## src/rtl/usb_lm_pkg.sv

```systemverilog
package usb_lm_pkg;

  typedef enum logic [2:0] {
    LS_DISCONNECTED = 3'd0,
    LS_POWERED      = 3'd1,
    LS_PWR_SUSPEND  = 3'd2,
    LS_ACTIVE       = 3'd3,
    LS_SUSPENDED    = 3'd4
  } link_state_e;

  typedef enum logic [1:0] {
    LINE_SE0   = 2'b00,
    LINE_J     = 2'b01,
    LINE_K     = 2'b10,
    LINE_OTHER = 2'b11
  } line_cond_e;

endpackage

```

## src/rtl/usb_lm_line_decode.sv

```systemverilog
module usb_lm_line_decode
  import usb_lm_pkg::*;
(
  input  logic [1:0] line_i,
  output logic       is_se0_o,
  output logic       is_j_o
);

  always_comb begin
    is_se0_o = 1'b0;
    is_j_o   = 1'b0;
    unique case (line_cond_e'(line_i))
      LINE_SE0: is_se0_o = 1'b1;
      LINE_J:   is_j_o   = 1'b1;
      default: ;
    endcase
  end

endmodule

```

## src/rtl/usb_lm_hold_timer.sv

```systemverilog
// Counts consecutive cycles a condition is held. Fires once, on the cycle
// that completes LIMIT consecutive samples, then saturates until the
// condition drops.
module usb_lm_hold_timer #(
  parameter int unsigned LIMIT = 144
) (
  input  logic clk_i,
  input  logic rst_ni,
  input  logic cond_i,
  output logic hit_o
);

  localparam int unsigned CW = $clog2(LIMIT + 1);
  localparam logic [CW-1:0] CNT_LAST = CW'(LIMIT - 1);
  localparam logic [CW-1:0] CNT_SAT  = CW'(LIMIT);

  logic [CW-1:0] cnt_q;

  always_ff @(posedge clk_i or negedge rst_ni) begin
    if (!rst_ni) begin
      cnt_q <= '0;
    end else if (!cond_i) begin
      cnt_q <= '0;
    end else if (cnt_q != CNT_SAT) begin
      cnt_q <= cnt_q + 1'b1;
    end
  end

  assign hit_o = cond_i && (cnt_q == CNT_LAST);

endmodule

```

## src/rtl/usb_lm_fsm.sv

```systemverilog
module usb_lm_fsm
  import usb_lm_pkg::*;
(
  input  logic       clk_i,
  input  logic       rst_ni,
  input  logic       powered_i,
  input  logic       line_j_i,
  input  logic       reset_hit_i,
  input  logic       idle_hit_i,
  input  logic       nosof_hit_i,
  output logic [2:0] state_o,
  output logic       ev_disconnect_o,
  output logic       ev_reset_o,
  output logic       ev_suspend_o,
  output logic       ev_resume_o,
  output logic       ev_host_lost_o
);

  link_state_e st_q, st_d;
  logic e_dis, e_rst, e_sus, e_res, e_hl;

  always_comb begin
    st_d  = st_q;
    e_dis = 1'b0;
    e_rst = 1'b0;
    e_sus = 1'b0;
    e_res = 1'b0;
    e_hl  = 1'b0;
    if (!powered_i) begin
      st_d  = LS_DISCONNECTED;
      e_dis = (st_q != LS_DISCONNECTED);
    end else begin
      unique case (st_q)
        LS_DISCONNECTED: st_d = LS_POWERED;
        LS_POWERED: begin
          if (reset_hit_i) begin
            st_d  = LS_ACTIVE;
            e_rst = 1'b1;
          end else if (idle_hit_i) begin
            st_d  = LS_PWR_SUSPEND;
            e_sus = 1'b1;
          end
        end
        LS_PWR_SUSPEND: begin
          if (!line_j_i) begin
            st_d  = LS_POWERED;
            e_res = 1'b1;
          end
        end
        LS_ACTIVE: begin
          e_hl = nosof_hit_i;
          if (reset_hit_i) begin
            e_rst = 1'b1;
          end else if (idle_hit_i) begin
            st_d  = LS_SUSPENDED;
            e_sus = 1'b1;
          end
        end
        LS_SUSPENDED: begin
          if (!line_j_i) begin
            st_d  = LS_ACTIVE;
            e_res = 1'b1;
          end
        end
        default: st_d = LS_DISCONNECTED;
      endcase
    end
  end

  always_ff @(posedge clk_i or negedge rst_ni) begin
    if (!rst_ni) begin
      st_q            <= LS_DISCONNECTED;
      ev_disconnect_o <= 1'b0;
      ev_reset_o      <= 1'b0;
      ev_suspend_o    <= 1'b0;
      ev_resume_o     <= 1'b0;
      ev_host_lost_o  <= 1'b0;
    end else begin
      st_q            <= st_d;
      ev_disconnect_o <= e_dis;
      ev_reset_o      <= e_rst;
      ev_suspend_o    <= e_sus;
      ev_resume_o     <= e_res;
      ev_host_lost_o  <= e_hl;
    end
  end

  assign state_o = st_q;

endmodule

```

## src/rtl/usb_link_monitor.sv

```systemverilog
module usb_link_monitor
  import usb_lm_pkg::*;
#(
  parameter int unsigned RESET_CYCLES     = 144,
  parameter int unsigned SUSPEND_CYCLES   = 144000,
  parameter int unsigned HOST_LOST_CYCLES = 196608
) (
  input  logic       clk_i,
  input  logic       rst_ni,
  input  logic       enable_i,
  input  logic       vbus_sense_i,
  input  logic [1:0] line_i,
  input  logic       sof_i,
  output logic [2:0] state_o,
  output logic       ev_disconnect_o,
  output logic       ev_reset_o,
  output logic       ev_suspend_o,
  output logic       ev_resume_o,
  output logic       ev_host_lost_o
);

  logic powered, is_se0, is_j;
  logic reset_hit, idle_hit, nosof_hit;
  logic in_active;

  assign powered   = vbus_sense_i && enable_i;
  assign in_active = (state_o == LS_ACTIVE);

  usb_lm_line_decode u_dec (
    .line_i   (line_i),
    .is_se0_o (is_se0),
    .is_j_o   (is_j)
  );

  usb_lm_hold_timer #(.LIMIT(RESET_CYCLES)) u_se0_tmr (
    .clk_i  (clk_i),
    .rst_ni (rst_ni),
    .cond_i (powered && is_se0),
    .hit_o  (reset_hit)
  );

  usb_lm_hold_timer #(.LIMIT(SUSPEND_CYCLES)) u_idle_tmr (
    .clk_i  (clk_i),
    .rst_ni (rst_ni),
    .cond_i (powered && is_j),
    .hit_o  (idle_hit)
  );

  usb_lm_hold_timer #(.LIMIT(HOST_LOST_CYCLES)) u_sof_tmr (
    .clk_i  (clk_i),
    .rst_ni (rst_ni),
    .cond_i (in_active && !sof_i),
    .hit_o  (nosof_hit)
  );

  usb_lm_fsm u_fsm (
    .clk_i           (clk_i),
    .rst_ni          (rst_ni),
    .powered_i       (powered),
    .line_j_i        (is_j),
    .reset_hit_i     (reset_hit),
    .idle_hit_i      (idle_hit),
    .nosof_hit_i     (nosof_hit),
    .state_o         (state_o),
    .ev_disconnect_o (ev_disconnect_o),
    .ev_reset_o      (ev_reset_o),
    .ev_suspend_o    (ev_suspend_o),
    .ev_resume_o     (ev_resume_o),
    .ev_host_lost_o  (ev_host_lost_o)
  );

endmodule

```

## config.mk

```make
export PLATFORM = sky130hd
export DESIGN_NAME = usb_link_monitor
export DESIGN_NICKNAME = d
export VERILOG_FILES = /design/src/rtl/usb_lm_pkg.sv /design/src/rtl/usb_lm_line_decode.sv /design/src/rtl/usb_lm_hold_timer.sv /design/src/rtl/usb_lm_fsm.sv /design/src/rtl/usb_link_monitor.sv
export SDC_FILE = /design/constraint.sdc
export NUM_CORES = 1
export LEC_CHECK = 0
export BUFFER_PORTS_ARGS = -buffer_cell sky130_fd_sc_hd__buf_2
export CAP_MARGIN = 20
export CORE_UTILIZATION = 65
export DETAILED_ROUTE_END_ITERATION = 8
export GPL_TIMING_DRIVEN = 1
export HOLD_SLACK_MARGIN = 0.05
export PLACE_DENSITY = 0.86
export SETUP_SLACK_MARGIN = 0.5
export SLEW_MARGIN = 20
export SYNTH_ARGS = -nofsm -noshare
export SYNTH_HDL_FRONTEND = slang
export SYNTH_SLANG_ARGS = --single-unit
```

## constraint.sdc

```tcl
create_clock -name clk_i -period 4.55 [get_ports clk_i]
set_clock_uncertainty 0.15 [all_clocks]
set_input_delay 0 -clock clk_i [delete_from_list [all_inputs] [get_ports clk_i]]
set_output_delay 0 -clock clk_i [all_outputs]
set_load 0.01 [all_outputs]
```

==> metrics, run 1 <==
setup violation total in the final timing report 0; number of instances in the synthesized netlist 301; Power per Cell Area 270 nW/um^2; Top Ports 15; number of gates resized after cts 0; vias in the first global route 1959; largest fanout on the critical path 5; Cell Chain, Critical Path ha_1, nand3_1, nor4_1, nand2_1, mux2_1; #FFs+latches synth 52; post-synthesis area per instance 9.37 um^2; placed wire-length estimate after detailed placement 3770 um; FILL cells 297; total clock buffers created by CTS 5; slew at the pin with the worst max-slew slack 854 ps; capture point of the worst reg-to-reg path u_sof_tmr.cnt_q[16]$_DFFE_PN0P_; per-cell via count in the routed design 5.99; worst path buffer plus inverter count 0; synth unique cells 49; Post-Synthesis Net Count 314; Slowest Stage Delay on Critical Path 530 ps; number of warnings printed during yosys synthesis 0; number of antenna cells inserted 0; Levels on crit path 5; global-route wire length before repair 8570 um; Clock Path Buffers 2; fraction of final layout cells sized beyond drive strength 1 10.1%; path category of the worst min-delay check in2reg; number of violations of the max-capacitance limit 0; max-slew violations 0; initial antenna violation count 0; Main synth FF type dfrtp_1; root buffer cell clkbuf_8; clk sink count 52; number of enable-type register cells in the synthesized netlist 0; critical path capture point u_sof_tmr.cnt_q[16]$_DFFE_PN0P_; initial cell density of the core 69.0%; critical path capture point type flip-flop; r2r startpoint u_sof_tmr.cnt_q[1]$_DFFE_PN0P_; Syn-to-layout area delta 7.89%; final wirelength 5310 um; chip width 67.9 um; detailed-router iteration count before antenna repair 4; cell with the most instances after synthesis dfrtp_1; logic depth of the worst register-to-register path 5; overall fraction of global-route tracks in use 24.9%; hold-fix buffer count after cts 4; classification of the worst setup path reg2reg; synthesized area 2820 um^2; DRC Markers 0; Std-Cell Rows 23; register-to-register setup slack 2450 ps; final cycle utilization of the critical path 46.2%; total number of H-tree levels 2; # port buffers 14; launching instance or port of the critical path u_sof_tmr.cnt_q[1]$_DFFE_PN0P_; IR drop worst, VDD 213 uV; remaining antenna violation count after routing 0; crit path DAT 2140 ps; grt total ovfl 0; final hold violation count 0; startpoint class of the critical path flip-flop; Die Y 67.9 um; area leader, netlist dfrtp_1; last weighted congestion value of the routability-driven placer 0.885; required arrival time at the worst endpoint 4590 ps; via total after detailed routing 2198; Max Clk Rate 476 MHz; area enclosed by the die boundary 4610 um^2; worst hold slack across all endpoints 74.1 ps; DR WL/cell 14.5 um; setup_tns 0 ps; RSZ-0062 raised after global routing false; total setup buffers inserted after CTS 0; minimum clock period after layout 2100 ps; leakage power 1.20 nW; clock insertion delay at the later pin of the skew report 300 ps; cell types occupying the most area after synthesis dfrtp_1 (46%), xnor2_1 (5.9%), nor2_1 (4.9%); maximum number of pins on one net before global-route repair 53; register clock-pin slew on the reported worst setup and hold paths 90 ps; top-area cell type share of the netlist area 46.1%; run status completed; proportion of synthesized chip area in sequential cells 46.1%; worst-case headroom to the max-slew limit 42.8%; asr flop ratio synth 100%; number of nets in the finished design 330; delay-heaviest family, CP simple AND/OR/NAND/NOR gates; floorplan core area 4090 um^2; slowest stage cell on the critical path nor4_1; clock tree from TritonCTS done; DR iter-0 viols 159; top cell types by occurrence after synthesis dfrtp_1 (52), nor2_1 (37), nand2_1 (20)
==> per-layer routing <==
layer	vias to the layer above	track usage [%]	share of wire (%)
met1	1077	33.8	47
met2	26	39.2	50
met4	0	10.7	0.51
met3	2	4.50	2.1
li1	1093	-	-
met5	-	0	0
==> power by group <==
| part | switching, mW | internal (mW) | total [mW] |
|---|---|---|---|
| sequential | 0.0166 | 0.472 | 0.489 |
| combinational | 0.0473 | 0.0344 | 0.0817 |
| clock | 0.148 | 0.104 | 0.252 |
==> sequential cells by signal, summed over array words and instances (netlist names) <==
| name | flops |
|---|---|
| u_idle_tmr.cnt_q | 18 |
| u_sof_tmr.cnt_q | 18 |
| u_se0_tmr.cnt_q | 8 |
| u_fsm.state_o | 3 |
| u_fsm.ev_disconnect_o | 1 |
| u_fsm.ev_host_lost_o | 1 |
| u_fsm.ev_reset_o | 1 |
| u_fsm.ev_resume_o | 1 |
| u_fsm.ev_suspend_o | 1 |
==> final cells by class <==
type                            count  area [um^2]  area share, %
Clock buffer                        5         68.8           2.26
Sequential cell                    52         1300           42.7
Timing Repair Buffer               19          118           3.86
Inverter                           18         67.6           2.22
Multi-Input combinational cell    221         1410           46.4
Tap cell                           50         62.6           2.06
Clock inverter                      2         12.5          0.411
==> stage by stage <==
step	worst slack (ps)	total power, mW	util, %	instances	area (um^2)
global route	2350	0.851	74.5	367	3040
floorplan	2660	0.538	-	301	2820
finish	2450	0.823	74.5	367	3040
global placement	2580	0.567	71.5	356	2920
CTS	2490	0.828	74.5	367	3040
detailed placement	2510	0.570	71.5	356	2920
==> worst min path at each step <==
stage / start / end / slack, ps / depth (start not counted)
2_1_floorplan: rst_ni / u_fsm.ev_disconnect_o$_DFF_PN0_ / -450 / 0
3_3_place_gp: rst_ni / u_sof_tmr.cnt_q[6]$_DFFE_PN0P_ / 2 / 2
3_5_place_dp: rst_ni / u_sof_tmr.cnt_q[4]$_DFFE_PN0P_ / -1 / 2
4_1_cts: line_i[1] / u_fsm.ev_resume_o$_DFF_PN0_ / 60 / 3
5_1_grt: line_i[1] / u_fsm.ev_resume_o$_DFF_PN0_ / 110 / 3
6_report: line_i[1] / u_fsm.ev_resume_o$_DFF_PN0_ / 70 / 3
==> logic make-up after synthesis <==
| logic type | share of synthesized area, % |
|---|---|
| AND/OR/NAND/NOR | 29.0 |
| XOR/XNOR | 8.07 |
| flip-flops | 46.1 |
| buffers and inverters | 3.77 |
| adder cells (fa/ha/maj) | 3.02 |
| AO/OA/AOI/OAI | 8.25 |
| multiplexers | 1.82 |
==> placed cells by master (no fill, tap or decap), types with 2 or more instances in the layout <==
cell type,count
dfrtp_1,52
nor2_1,37
nand2_1,20
xnor2_1,19
inv_1,18
nor3_1,14
buf_2,14
nand3_1,13
a21oi_1,13
nand4_1,11
nor4_1,10
xor2_1,7
o21ai_0,7
nand2b_1,6
ha_1,6
nor2b_1,5
or3_1,5
clkbuf_8,5
mux2i_1,4
dlygate4sd3_1,4
and3_1,3
and4_1,3
a211oi_1,3
nand4bb_1,2
and4b_1,2
nor3b_1,2
nor4b_1,2
nor4_2,2
a31o_2,2
a21o_1,2
a31o_1,2
==> worst register-to-register path, cell delays in order, from the launching register on <==
cell and delay (ps):
dfrtp_1 430, ha_1 230, nand3_1 160, nor4_1 530, nand2_1 160, mux2_1 340
(Power assumes the default switching activity.)
==> run 2, diff against run 1 <==
--- a/config.mk
+++ b/config.mk
@@ -7,11 +7,11 @@
 export LEC_CHECK = 0
 export BUFFER_PORTS_ARGS = -buffer_cell sky130_fd_sc_hd__buf_2
 export CAP_MARGIN = 20
-export CORE_UTILIZATION = 65
+export CORE_UTILIZATION = 55
 export DETAILED_ROUTE_END_ITERATION = 8
 export GPL_TIMING_DRIVEN = 1
 export HOLD_SLACK_MARGIN = 0.05
-export PLACE_DENSITY = 0.86
+export PLACE_DENSITY = 0.78
 export SETUP_SLACK_MARGIN = 0.5
 export SLEW_MARGIN = 20
 export SYNTH_ARGS = -nofsm -noshare
==> constraint.sdc (replaced) <==
create_clock -name clk_i -period 1.8 [get_ports clk_i]
set_clock_uncertainty 0.15 [all_clocks]
set_input_delay 0 -clock clk_i [delete_from_list [all_inputs] [get_ports clk_i]]
set_output_delay 0 -clock clk_i [all_outputs]
set_load 0.01 [all_outputs]
==> run 2 against run 1 <==
  * Critical path depth unchanged
  * Sequential cell count unchanged
  * Critical endpoint is now u_idle_tmr.cnt_q[16]$_DFFE_PN0P_
  * Via count up 38%
  * The run now ends with setup timing left
  * Cell area up 46%
  * Combinational power rose to 3.0 times the previous value
  * Sequential share of layout area down 13 points
  * Total power rose to 2.7 times the previous value
  * Global-route usage up 7.3 points
  * Register-to-register slack worse by 2600 ps
  * Non-clock buffer count up 83
  * First-iteration DRC count up 40%
==> metrics, run 2 (synthesized netlist as in run 1, its figures left out) <==
Placed Area 3380 um^2 (+16%); DR iter-0 viols 222 (+40%); chip width 73.6 um (+8.5%); area enclosed by the die boundary 5420 um^2 (+18%); RSZ-0062 raised after global routing true; # port buffers 14 (unchanged); clk sink count 52 (unchanged); overall fraction of global-route tracks in use 32.2% (+7.3 points); post-layout instance area 4430 um^2 (+46%); max-slew violations 0 (unchanged); floorplan core area 4820 um^2 (+18%); crit path DAT 2050 ps (-90 ps); Syn-to-layout area delta 57.2%; startpoint class of the critical path flip-flop; final cycle utilization of the critical path 110% (+64 points); maximum number of pins on one net before global-route repair 53 (unchanged); setup slack of the critical path after layout -179 ps (-2630 ps); global-route wire length before repair 13000 um (+51%); number of violations of the max-capacitance limit 0 (unchanged); largest fanout on the critical path 4 (-1); most frequent cells in the layout buf_4 (50), dfrtp_1 (37), nor2_1 (31); worst-case headroom to the max-slew limit 70.1% (+27 points); IR drop worst, VDD 379 uV (+78%); path category of the worst min-delay check in2async; most frequent cell on the critical path or3_4; vias in the first global route 2653 (+35%); Slowest Stage Delay on Critical Path 440 ps (-90 ps); biggest registers after layout u_idle_tmr.cnt_q (18), u_sof_tmr.cnt_q (18), u_se0_tmr.cnt_q (8); final wirelength 10800 um (+100%); fraction of final layout cells sized beyond drive strength 1 49.9% (+40 points); Max Clk Rate 505 MHz (+6.3%); Std-Cell Rows 25 (+8.7%); most common cell after layout, fill and taps aside buf_4; total clock buffers created by CTS 5 (unchanged); DR WL/cell 23.1 um (+60%); grt total ovfl 0 (unchanged); leakage power 1.92 nW (+60%); minimum clock period after layout 1980 ps (-124 ps); register-to-register setup slack -180 ps (-2630 ps); Clock Path Buffers 2 (unchanged); register clock-pin slew on the reported worst setup and hold paths 110 ps (+20 ps); number of nets in the finished design 413 (+25%); Top Ports 15 (unchanged); via total after detailed routing 3025 (+38%); number of antenna cells inserted 0 (unchanged); slowest stage cell on the critical path dfrtp_1; initial antenna violation count 0 (unchanged); FILL cells 180 (-39%); per-cell via count in the routed design 6.46 (+7.9%); detailed-router iteration count before antenna repair 8 (+4); Power per Cell Area 503 nW/um^2 (+86%); clock insertion delay at the later pin of the skew report 320 ps (+20 ps); final hold violation count 0 (unchanged); last weighted congestion value of the routability-driven placer 0.831 (-6.1%); placed wire-length estimate after detailed placement 4180 um (+11%); Die Y 73.6 um (+8.5%); classification of the worst setup path reg2reg; slew at the pin with the worst max-slew slack 445 ps (-409 ps); required arrival time at the worst endpoint 1870 ps (-2720 ps); remaining antenna violation count after routing 0 (unchanged); setup violation total in the final timing report 11 (+11); worst path buffer plus inverter count 0 (unchanged); run status complete, but fails checks; clock tree from TritonCTS done; final core area utilization 92.1% (+18 points); root buffer cell clkbuf_8; total number of H-tree levels 2 (unchanged); DRC Markers 0 (unchanged); violated checks setup timing; Cell Chain, Critical Path ha_4, nand4_4, or3_4, or3_4, a211oi_2; initial cell density of the core 58.6% (-10 points); delay-heaviest family, CP simple AND/OR/NAND/NOR gates; critical path capture point type flip-flop
==> run 2: changes by cell type in the layout (fill, tap and decap cells not counted), moves of 9 or more <==
cell     delta
nor4_1      -9
buf_4      +49
nor4_4      +9
dfrtp_1    -15
a21oi_2     +9
a21oi_1     -9
buf_6      +29
dfrtp_2    +15
nor3_1     -10
==> run 2: per-stage QoR <==
stage	cells	total power [mW]	setup TNS (ps)	hold WS [ps]	setup slack [ps]
5_1_grt	468	2.29	-1010	69.8	-206
4_1_cts	453	2.17	-240	-126	-93.9
3_5_place_dp	405	1.45	-134	-135	-76.2
3_3_place_gp	405	1.45	-52.4	-135	-42.9
2_1_floorplan	301	1.37	-43.2	-446	-43.2
6_report	468	2.23	-479	37.5	-179
==> run 2: power by group <==
group / internal (mW) / switching [mW] / leakage (nW)
logic: 0.0990 / 0.143 / 1.17
clock network: 0.314 / 0.427 / 0.0445
registers: 1.20 / 0.0515 / 0.698
==> run 2: final timing paths <==
kind,to,cells past startpoint,start
worst max register to register,u_idle_tmr.cnt_q[16]$_DFFE_PN0P_,5,u_idle_tmr.cnt_q[0]$_DFFE_PN0P_
worst max-delay path,u_idle_tmr.cnt_q[16]$_DFFE_PN0P_,5,u_idle_tmr.cnt_q[0]$_DFFE_PN0P_
min in group clk_i,u_fsm.state_o[0]$_DFFE_PN0P_,5,enable_i
worst min-delay path,u_sof_tmr.cnt_q[14]$_DFFE_PN0P_,3,rst_ni
max in group asynchronous,u_idle_tmr.cnt_q[11]$_DFFE_PN0P_,3,rst_ni
worst min register to register,u_fsm.ev_host_lost_o$_DFF_PN0_,2,u_sof_tmr.cnt_q[17]$_DFFE_PN0P_
==> run 2: layer usage <==
metal	share of wire, %	global-route usage [%]	vias to the layer above	wire (um)
li1	-	-	1267	-
met1	36	40.3	1482	3890
met2	52	55.1	218	5580
met3	7.6	5.35	58	824
met4	4.6	13.7	0	502
met5	0	0	-	0
==> run 2: timing repair <==
action | in CTS | in global routing
hold buffers | 6 | 2
endpoints found under the setup margin | 46 | 47
buffers inserted | 34 | 13
resized for setup | 67 | 51
endpoints found under the hold margin | 78 | 2
pin swaps | 43 | 32
==> run 2: cell type report <==
| cell class | instances | area, um^2 | area share (%) |
|---|---|---|---|
| clock buffer | 7 | 86.3 | 1.95 |
| clock inverter | 1 | 7.51 | 0.169 |
| inverter | 18 | 70.1 | 1.58 |
| multi-input combinational | 221 | 1990 | 45.0 |
| sequential | 52 | 1320 | 29.8 |
| tap | 67 | 83.8 | 1.89 |
| timing repair buffer | 102 | 872 | 19.7 |
==> run 2: worst reg2reg max path, delay by kind of cell, from the launching register on <==
family,cells,cell delay [ps]
and+or+nand+nor,3,890
adders and majority gates,1,180
AOI/OAI and AO/OA,1,220
DFF,1,440
